$ cat src/rtl/i2cg_pkg.sv
package i2cg_pkg;
  typedef enum logic [2:0] {
    ST_IDLE,
    ST_DEVADR,
    ST_WORD,
    ST_DATA,
    ST_READ,
    ST_SKIP
  } i2cg_state_e;
endpackage

$ cat src/rtl/i2cg_line_sync.sv
module i2cg_line_sync #(
  parameter int STAGES = 2
) (
  input  logic clk_i,
  input  logic rst_ni,
  input  logic scl_i,
  input  logic sda_i,
  output logic sda_o,
  output logic scl_rise_o,
  output logic scl_fall_o,
  output logic start_o,
  output logic stop_o
);
  logic [STAGES-1:0] scl_sq, sda_sq;
  logic scl_p, sda_p, scl_s, sda_s;

  always_ff @(posedge clk_i or negedge rst_ni) begin
    if (!rst_ni) begin
      scl_sq <= '1;
      sda_sq <= '1;
      scl_p  <= 1'b1;
      sda_p  <= 1'b1;
    end else begin
      scl_sq <= {scl_sq[STAGES-2:0], scl_i};
      sda_sq <= {sda_sq[STAGES-2:0], sda_i};
      scl_p  <= scl_sq[STAGES-1];
      sda_p  <= sda_sq[STAGES-1];
    end
  end

  assign scl_s      = scl_sq[STAGES-1];
  assign sda_s      = sda_sq[STAGES-1];
  assign sda_o      = sda_s;
  assign scl_rise_o = scl_s & ~scl_p;
  assign scl_fall_o = ~scl_s & scl_p;
  // SDA moving while SCL is held high marks a bus condition
  assign start_o    = scl_s & scl_p & sda_p & ~sda_s;
  assign stop_o     = scl_s & scl_p & ~sda_p & sda_s;
endmodule

$ cat src/rtl/i2cg_wtimer.sv
module i2cg_wtimer #(
  parameter int CYCLES = 250000
) (
  input  logic clk_i,
  input  logic rst_ni,
  input  logic start_i,
  output logic busy_o
);
  localparam int CW = $clog2(CYCLES + 1);
  logic [CW-1:0] cnt_q;

  always_ff @(posedge clk_i or negedge rst_ni) begin
    if (!rst_ni)              cnt_q <= '0;
    else if (start_i)         cnt_q <= CW'(CYCLES);
    else if (cnt_q != '0)     cnt_q <= cnt_q - 1'b1;
  end

  assign busy_o = (cnt_q != '0);
endmodule

$ cat src/rtl/i2cg_ctrl.sv
module i2cg_ctrl
  import i2cg_pkg::*;
#(
  parameter logic [6:0] DEV_ADDR = 7'b1010000,
  parameter int         AW       = 8
) (
  input  logic          clk_i,
  input  logic          rst_ni,
  input  logic          sys_rst_i,
  input  logic          wp_i,
  input  logic          busy_i,
  input  logic          sda_i,
  input  logic          scl_rise_i,
  input  logic          scl_fall_i,
  input  logic          start_i,
  input  logic          stop_i,
  input  logic [7:0]    rd_data_i,
  output logic [AW-1:0] ptr_o,
  output logic          commit_o,
  output logic [AW-1:0] wr_addr_o,
  output logic [7:0]    wr_data_o,
  output logic          pull_o
);
  i2cg_state_e   state_q;
  logic [3:0]    bit_cnt_q;
  logic [7:0]    sh_q, wdata_q;
  logic [AW-1:0] ptr_q, waddr_q;
  logic          in_ack_q, mack_q, pend_q, pull_q;

  always_ff @(posedge clk_i or negedge rst_ni) begin
    if (!rst_ni) begin
      state_q   <= ST_IDLE;
      bit_cnt_q <= '0;
      sh_q      <= '0;
      wdata_q   <= '0;
      ptr_q     <= '0;
      waddr_q   <= '0;
      in_ack_q  <= 1'b0;
      mack_q    <= 1'b0;
      pend_q    <= 1'b0;
      pull_q    <= 1'b0;
    end else if (sys_rst_i) begin
      state_q   <= ST_IDLE;
      bit_cnt_q <= '0;
      in_ack_q  <= 1'b0;
      pend_q    <= 1'b0;
      pull_q    <= 1'b0;
    end else if (start_i) begin
      state_q   <= ST_DEVADR;
      bit_cnt_q <= '0;
      in_ack_q  <= 1'b0;
      pend_q    <= 1'b0;
      pull_q    <= 1'b0;
    end else if (stop_i) begin
      state_q   <= ST_IDLE;
      in_ack_q  <= 1'b0;
      pend_q    <= 1'b0;
      pull_q    <= 1'b0;
    end else if (state_q != ST_IDLE) begin
      if (scl_rise_i) begin
        if (in_ack_q) begin
          // own ACK after a read address also reads back as low here
          if (state_q == ST_READ) mack_q <= ~sda_i;
        end else if (bit_cnt_q != 4'd8) begin
          if (state_q != ST_READ) sh_q <= {sh_q[6:0], sda_i};
          bit_cnt_q <= bit_cnt_q + 4'd1;
        end
      end else if (scl_fall_i) begin
        if (in_ack_q) begin
          in_ack_q  <= 1'b0;
          bit_cnt_q <= '0;
          pull_q    <= 1'b0;
          if (state_q == ST_READ) begin
            if (mack_q) begin
              sh_q   <= rd_data_i;
              ptr_q  <= ptr_q + 1'b1;
              pull_q <= ~rd_data_i[7];
            end else begin
              state_q <= ST_SKIP;
            end
          end
        end else if (bit_cnt_q == 4'd8 && state_q != ST_SKIP) begin
          in_ack_q <= 1'b1;
          case (state_q)
            ST_DEVADR: begin
              if (sh_q[7:1] == DEV_ADDR && !busy_i) begin
                pull_q  <= 1'b1;
                mack_q  <= 1'b1;
                state_q <= sh_q[0] ? ST_READ : ST_WORD;
              end else begin
                state_q <= ST_SKIP;
              end
            end
            ST_WORD: begin
              pull_q  <= 1'b1;
              ptr_q   <= sh_q[AW-1:0];
              waddr_q <= sh_q[AW-1:0];
              state_q <= ST_DATA;
            end
            ST_DATA: begin
              pull_q  <= 1'b1;
              wdata_q <= sh_q;
              pend_q  <= 1'b1;
              ptr_q   <= ptr_q + 1'b1;
              state_q <= ST_SKIP;
            end
            ST_READ: begin
              pull_q <= 1'b0;
              mack_q <= 1'b0;
            end
            default: ;
          endcase
        end else if (state_q == ST_READ && bit_cnt_q != 4'd0) begin
          sh_q   <= {sh_q[6:0], 1'b0};
          pull_q <= ~sh_q[6];
        end
      end
    end
  end

  assign commit_o  = stop_i & pend_q & ~wp_i & ~sys_rst_i;
  assign wr_addr_o = waddr_q;
  assign wr_data_o = wdata_q;
  assign ptr_o     = ptr_q;
  assign pull_o    = pull_q;
endmodule

$ cat src/rtl/i2c_gated_mem.sv
module i2c_gated_mem #(
  parameter logic [6:0] DEV_ADDR     = 7'b1010000,
  parameter int         MEM_BYTES    = 256,
  parameter int         WRITE_CYCLES = 250000,
  parameter int         SYNC_STAGES  = 2
) (
  input  logic clk_i,
  input  logic rst_ni,
  input  logic sys_rst_i,
  input  logic wp_i,
  input  logic scl_i,
  input  logic sda_i,
  output logic sda_pull_o,
  output logic busy_o
);
  localparam int AW = $clog2(MEM_BYTES);

  logic          sda_s, scl_rise, scl_fall, start_c, stop_c, commit;
  logic [AW-1:0] ptr, wr_addr;
  logic [7:0]    wr_data, rd_data;
  logic [7:0]    mem_q [MEM_BYTES];

  i2cg_line_sync #(.STAGES(SYNC_STAGES)) u_sync (
    .clk_i(clk_i), .rst_ni(rst_ni), .scl_i(scl_i), .sda_i(sda_i),
    .sda_o(sda_s), .scl_rise_o(scl_rise), .scl_fall_o(scl_fall),
    .start_o(start_c), .stop_o(stop_c)
  );

  i2cg_ctrl #(.DEV_ADDR(DEV_ADDR), .AW(AW)) u_ctrl (
    .clk_i(clk_i), .rst_ni(rst_ni), .sys_rst_i(sys_rst_i), .wp_i(wp_i),
    .busy_i(busy_o), .sda_i(sda_s), .scl_rise_i(scl_rise),
    .scl_fall_i(scl_fall), .start_i(start_c), .stop_i(stop_c),
    .rd_data_i(rd_data), .ptr_o(ptr), .commit_o(commit),
    .wr_addr_o(wr_addr), .wr_data_o(wr_data), .pull_o(sda_pull_o)
  );

  i2cg_wtimer #(.CYCLES(WRITE_CYCLES)) u_wtimer (
    .clk_i(clk_i), .rst_ni(rst_ni), .start_i(commit), .busy_o(busy_o)
  );

  always_ff @(posedge clk_i or negedge rst_ni) begin
    if (!rst_ni) begin
      for (int i = 0; i < MEM_BYTES; i++) mem_q[i] <= '0;
    end else if (commit) begin
      mem_q[wr_addr] <= wr_data;
    end
  end

  assign rd_data = mem_q[ptr];
endmodule

$ cat config.mk
export PLATFORM = sky130hd
export DESIGN_NAME = i2c_gated_mem
export DESIGN_NICKNAME = d
export VERILOG_FILES = /design/src/rtl/i2cg_pkg.sv /design/src/rtl/i2cg_line_sync.sv /design/src/rtl/i2cg_wtimer.sv /design/src/rtl/i2cg_ctrl.sv /design/src/rtl/i2c_gated_mem.sv
export SDC_FILE = /design/constraint.sdc
export NUM_CORES = 2
export LEC_CHECK = 0
export ABC_AREA = 1
export BUFFER_PORTS_ARGS = -buffer_cell sky130_fd_sc_hd__buf_2
export CORE_UTILIZATION = 40
export CTS_CLUSTER_DIAMETER = 100
export DETAILED_ROUTE_END_ITERATION = 12
export PLACE_DENSITY = 0.63
export SLEW_MARGIN = 10
export SYNTH_ARGS = -nofsm -noshare
export SYNTH_HDL_FRONTEND = slang
export SYNTH_SLANG_ARGS = --single-unit
$ cat constraint.sdc
create_clock -name clk_i -period 2.54 [get_ports clk_i]
set_clock_uncertainty 0.2 [all_clocks]
set_input_delay 0.127 -clock clk_i [delete_from_list [all_inputs] [get_ports clk_i]]
set_output_delay 0.127 -clock clk_i [all_outputs]
set_load 0.02 [all_outputs]
==> PnR_summary.wiki <==
{| class="wikitable"
! Metric !! Value
|-
| Share of synthesized flip-flops with an asynchronous set or reset || 100.0%
|-
| Maximum number of pins on one net before global-route repair || 109
|-
| Power density over the cells || 565.8 mW/mm^2
|-
| TNS Setup || -218.31 ns
|-
| Average routed wire per standard cell || 22.14 um
|-
| Number of CTS-inserted buffers || 219
|-
| Source-to-sink clock delay at the later pin of the worst-skew pair || 0.90 ns
|-
| Synthesized flop and latch total || 2,115
|-
| RSZ-0062 raised after global routing || true
|-
| Min-Delay Path Class || flip-flop to flip-flop
|-
| Synthesis-to-finish area growth || 21.55%
|-
| Dominant cell type by area after synthesis || sky130_fd_sc_hd__dfrtp_1
|-
| Top FF cell, synth || sky130_fd_sc_hd__dfrtp_1
|-
| Worst supply voltage drop on vdd || 769.0 uV
|-
| Post-synthesis mux area share || 0%
|-
| Post-synth net total || 12,146
|-
| Cell types with the largest area share after synthesis || sky130_fd_sc_hd__dfrtp_1, sky130_fd_sc_hd__o21ai_0, sky130_fd_sc_hd__nand2_1
|-
| Tmin final || 2.877 ns
|-
| Crit Path Max Fanout || 21
|-
| Status || finished, violations left
|-
| Cell count of the worst reg-to-reg path || 17
|-
| Root buffer cell || sky130_fd_sc_hd__clkbuf_16
|-
| Clock transition time at the flip-flop clock pins of the worst setup and hold paths || 0.06 ns
|-
| Critical Setup Path Class || flip-flop to flip-flop
|-
| Post-synthesis xor/xnor area fraction || 0.01739%
|-
| Initial detailed-routing violation count || 10,633
|-
| Clock sinks || 2,115
|-
| Detailed-routing iteration count for the pre-antenna-repair pass || 6
|-
| CP required || 3.13 ns
|-
| Final period utilization || 113.3%
|-
| Mean Syn Cell Area || 8.307 sq um
|-
| Instance count along the most critical hold path || 0
|-
| Final estimated routing congestion in global placement || 0.9266
|-
| Worst Setup Start Kind || flip-flop
|-
| Least-Margin Pin Slew || 0.8985 ns
|-
| DRT antenna net count || 0
|-
| Clock tree from TritonCTS || yes
|-
| Post-synthesis cell type count || 39
|-
| Leakage power figure || 55.58 nW
|-
| Kind of end point of the critical path || flip-flop
|-
| Detailed-route vias per instance || 5.720
|-
| Row count || 183
|-
| Area of the mapped netlist || 0.1008 sq mm
|-
| Simple-Gate Fraction of Synth Area || 25.40%
|-
| Tightest slew margin relative to the limit || 39.55%
|-
| Wire length of the first global-routing pass || 522,300 um
|-
| Via count of the first global-routing pass || 84,707
|-
| Max capacitance violation total || 0
|-
| Final setup margin || -0.3367 ns
|-
| Arithmetic-cell share of the synthesized area counting full adders, half adders and majority gates || 0.1242%
|-
| Clock Path Buffers || 3
|-
| Die Width || 503.9 um
|-
| Final Hold Viols || 0
|-
| Total number of vias || 89,916
|-
| Final max-slew violation count || 0
|-
| Die Y || 503.9 um
|-
| Critical path arrival || 3.46 ns
|-
| Yosys warning total || 0
|-
| Number of enable flip-flop cells after synthesis || 0
|-
| Area of the core region || 0.2496 sq mm
|-
| Total of endpoints with negative setup slack in the final report || 1,971
|-
| Largest family of logic cells by synthesized area || simple AND/OR/NAND/NOR gates
|-
| Drt drc || 0
|-
| Seq/Total Area, Yosys || 52.54%
|-
| Number of H-tree branching levels || 4
|-
| FMAX || 347.6 MHz
|-
| Final standard cell utilization of the core || 49.07%
|-
| Starting density of the core || 40.37%
|-
| Placed wire-length estimate || 210,800 um
|-
| Number of antenna violations at the first check in global routing || 10
|-
| Number of nets in the layout || 12,219
|-
| Sum of routed wire length over all layers || 348,000 um
|-
| Total grt overflow || 0
|-
| Ports placed on the boundary || 8
|-
| Total track usage || 26.16%
|-
| Failing checks || negative setup slack
|-
| Complex-gate fraction of the synthesized area || 16.42%
|-
| Area of the die || 0.2539 sq mm
|-
| Gate count after technology mapping || 12,130
|-
| Port bufs || 7
|-
| Share of the synthesized area in the top cell type || 52.38%
|-
| Proportion of layout cells with a drive suffix above 1 || 15.53%
|}
critical path, stage by stage, from the launching register on:
cell                        delay (ns)
sky130_fd_sc_hd__dfrtp_4          0.44
sky130_fd_sc_hd__buf_12           0.14
sky130_fd_sc_hd__clkinv_16        0.08
sky130_fd_sc_hd__buf_16           0.18
sky130_fd_sc_hd__buf_12           0.15
sky130_fd_sc_hd__buf_16           0.16
sky130_fd_sc_hd__buf_12           0.13
sky130_fd_sc_hd__o21ai_0          0.20
sky130_fd_sc_hd__nand3_1          0.13
sky130_fd_sc_hd__nand3_2          0.12
sky130_fd_sc_hd__nand3_1          0.12
sky130_fd_sc_hd__buf_4            0.18
sky130_fd_sc_hd__nand3_2          0.06
sky130_fd_sc_hd__nand3_2          0.11
sky130_fd_sc_hd__nand3_4          0.13
sky130_fd_sc_hd__nand3_2          0.07
sky130_fd_sc_hd__nand2_1          0.06
sky130_fd_sc_hd__nand2_1          0.05
registers in the layout (all words and copies together) (netlist names), 2 cells and up:
signal and cells:
u_ctrl.bit_cnt_q 4, u_ctrl.wr_data_o 8, u_sync.sda_sq 2, u_ctrl.wr_addr_o 8, u_ctrl.ptr_o 8, mem_q 2048
u_ctrl.state_q 3, u_wtimer.cnt_q 18, u_ctrl.sh_q 8, u_sync.scl_sq 2
cell usage after synthesis (all sizes together), types with 3 or more instances:
master,number
nand2,2666
o211ai,156
o21ai,3022
dfstp,6
o22ai,3
a31oi,6
or2,19
dfrtp,2109
a21oi,28
nor3,15
ha,10
inv,239
nor2,1708
clkinv,5
nand3,883
nand4,218
buf,364
clkbuf,661
placed cells by master, fill, tap and decap left out, types with 19 or more instances in the layout:
cell                        count
sky130_fd_sc_hd__bufinv_16     28
sky130_fd_sc_hd__or2_2         19
sky130_fd_sc_hd__nand4_4      236
sky130_fd_sc_hd__o21ai_0     2717
sky130_fd_sc_hd__dfrtp_1     2104
sky130_fd_sc_hd__clkbuf_1      30
sky130_fd_sc_hd__nand3_4       45
sky130_fd_sc_hd__buf_16        38
sky130_fd_sc_hd__clkbuf_16    247
sky130_fd_sc_hd__buf_12       249
sky130_fd_sc_hd__nor2_1      1671
sky130_fd_sc_hd__o21ai_1      262
sky130_fd_sc_hd__nor2_4        24
sky130_fd_sc_hd__nand2_1     2554
sky130_fd_sc_hd__nand2_4       21
sky130_fd_sc_hd__o21ai_2       43
sky130_fd_sc_hd__buf_4        410
sky130_fd_sc_hd__nand2_2       87
sky130_fd_sc_hd__nand3_1      649
sky130_fd_sc_hd__inv_1        220
sky130_fd_sc_hd__nand3_2      189
sky130_fd_sc_hd__clkbuf_8      46
sky130_fd_sc_hd__o211ai_1     156
sky130_fd_sc_hd__buf_6         48
sky130_fd_sc_hd__a21oi_1       28
sky130_fd_sc_hd__clkinv_2      59
final timing paths:
kind / start / end / slack (ns)
setup / recovery: u_ctrl.ptr_o[0] / u_ctrl.sh_q[4] / -0.34
hold / removal: u_sync.scl_sq[0] / u_sync.scl_sq[1] / 0.15
setup reg to reg: u_ctrl.ptr_o[0] / u_ctrl.sh_q[4] / -0.34
hold reg to reg: u_sync.scl_sq[0] / u_sync.scl_sq[1] / 0.15
max in group asynchronous: rst_ni / mem_q[1946] / 0.60
min in group asynchronous: rst_ni / mem_q[1580] / 0.31
cell type report:
| cell class | instances | area, sq um |
|---|---|---|
| antenna | 3 | 7.507 |
| clock buffer | 296 | 6251 |
| clock inverter | 108 | 1389 |
| fill | 23030 | 127100 |
| inverter | 244 | 1049 |
| multi-input combinational | 8801 | 45470 |
| sequential | 2115 | 52950 |
| tap | 3330 | 4167 |
| timing repair buffer | 820 | 11150 |
| timing repair inverter | 2 | 38.79 |
repair_timing:
| item | in CTS | in global routing |
|---|---|---|
| pin swaps | 69 | 117 |
| hold buffers | 10 | 0 |
| setup endpoints to repair | 2059 | 2097 |
| setup buffers | 35 | 33 |
| gates resized for setup | 407 | 479 |
| endpoints found under the hold margin | 2683 | 0 |
| cloned | 51 | 65 |
where the power goes:
group / switching [mW] / internal [mW] / total (mW)
Combinational: 0.938 / 0.237 / 1.17
Clock: 14.2 / 20.1 / 34.3
Sequential: 0.0700 / 33.8 / 33.8
Total: 15.2 / 54.1 / 69.3
kinds of logic after synthesis:
group                      after synthesis
and+or+nand+nor                       5512
AOI/OAI and AO/OA                     3222
DFF                                   2115
buffers and inverters                 1269
adders and majority gates               10
xor gates and xnor gates                 2
per-stage QoR:
step | total power [mW] | instance area, sq um | worst slack [ns] | hold WS [ns] | instances
global route | 71.16 | 122500 | -0.4411 | 0.1583 | 15717
global placement | 35.61 | 108600 | -0.6758 | -0.1813 | 15122
floorplan | 34.64 | 100800 | 0.06272 | -0.3686 | 12130
finish | 69.29 | 122500 | -0.3367 | 0.1548 | 15719
detailed placement | 35.63 | 108600 | -0.6592 | -0.1807 | 15122
CTS | 69.71 | 119600 | -0.2778 | 0.1293 | 15620
metal layers:
layer / wire length [um] / part of all wire, % / up-vias / global-route usage (%)
li1: - / - / 40843 / -
met1: 148100 / 43 / 44210 / 36.55
met2: 156800 / 45 / 4127 / 40.39
met3: 29330 / 8.4 / 730 / 4.257
met4: 13740 / 3.9 / 6 / 10.57
met5: 41 / 0.012 / - / 0
Note: power is estimated with default switching activity, not from simulation.
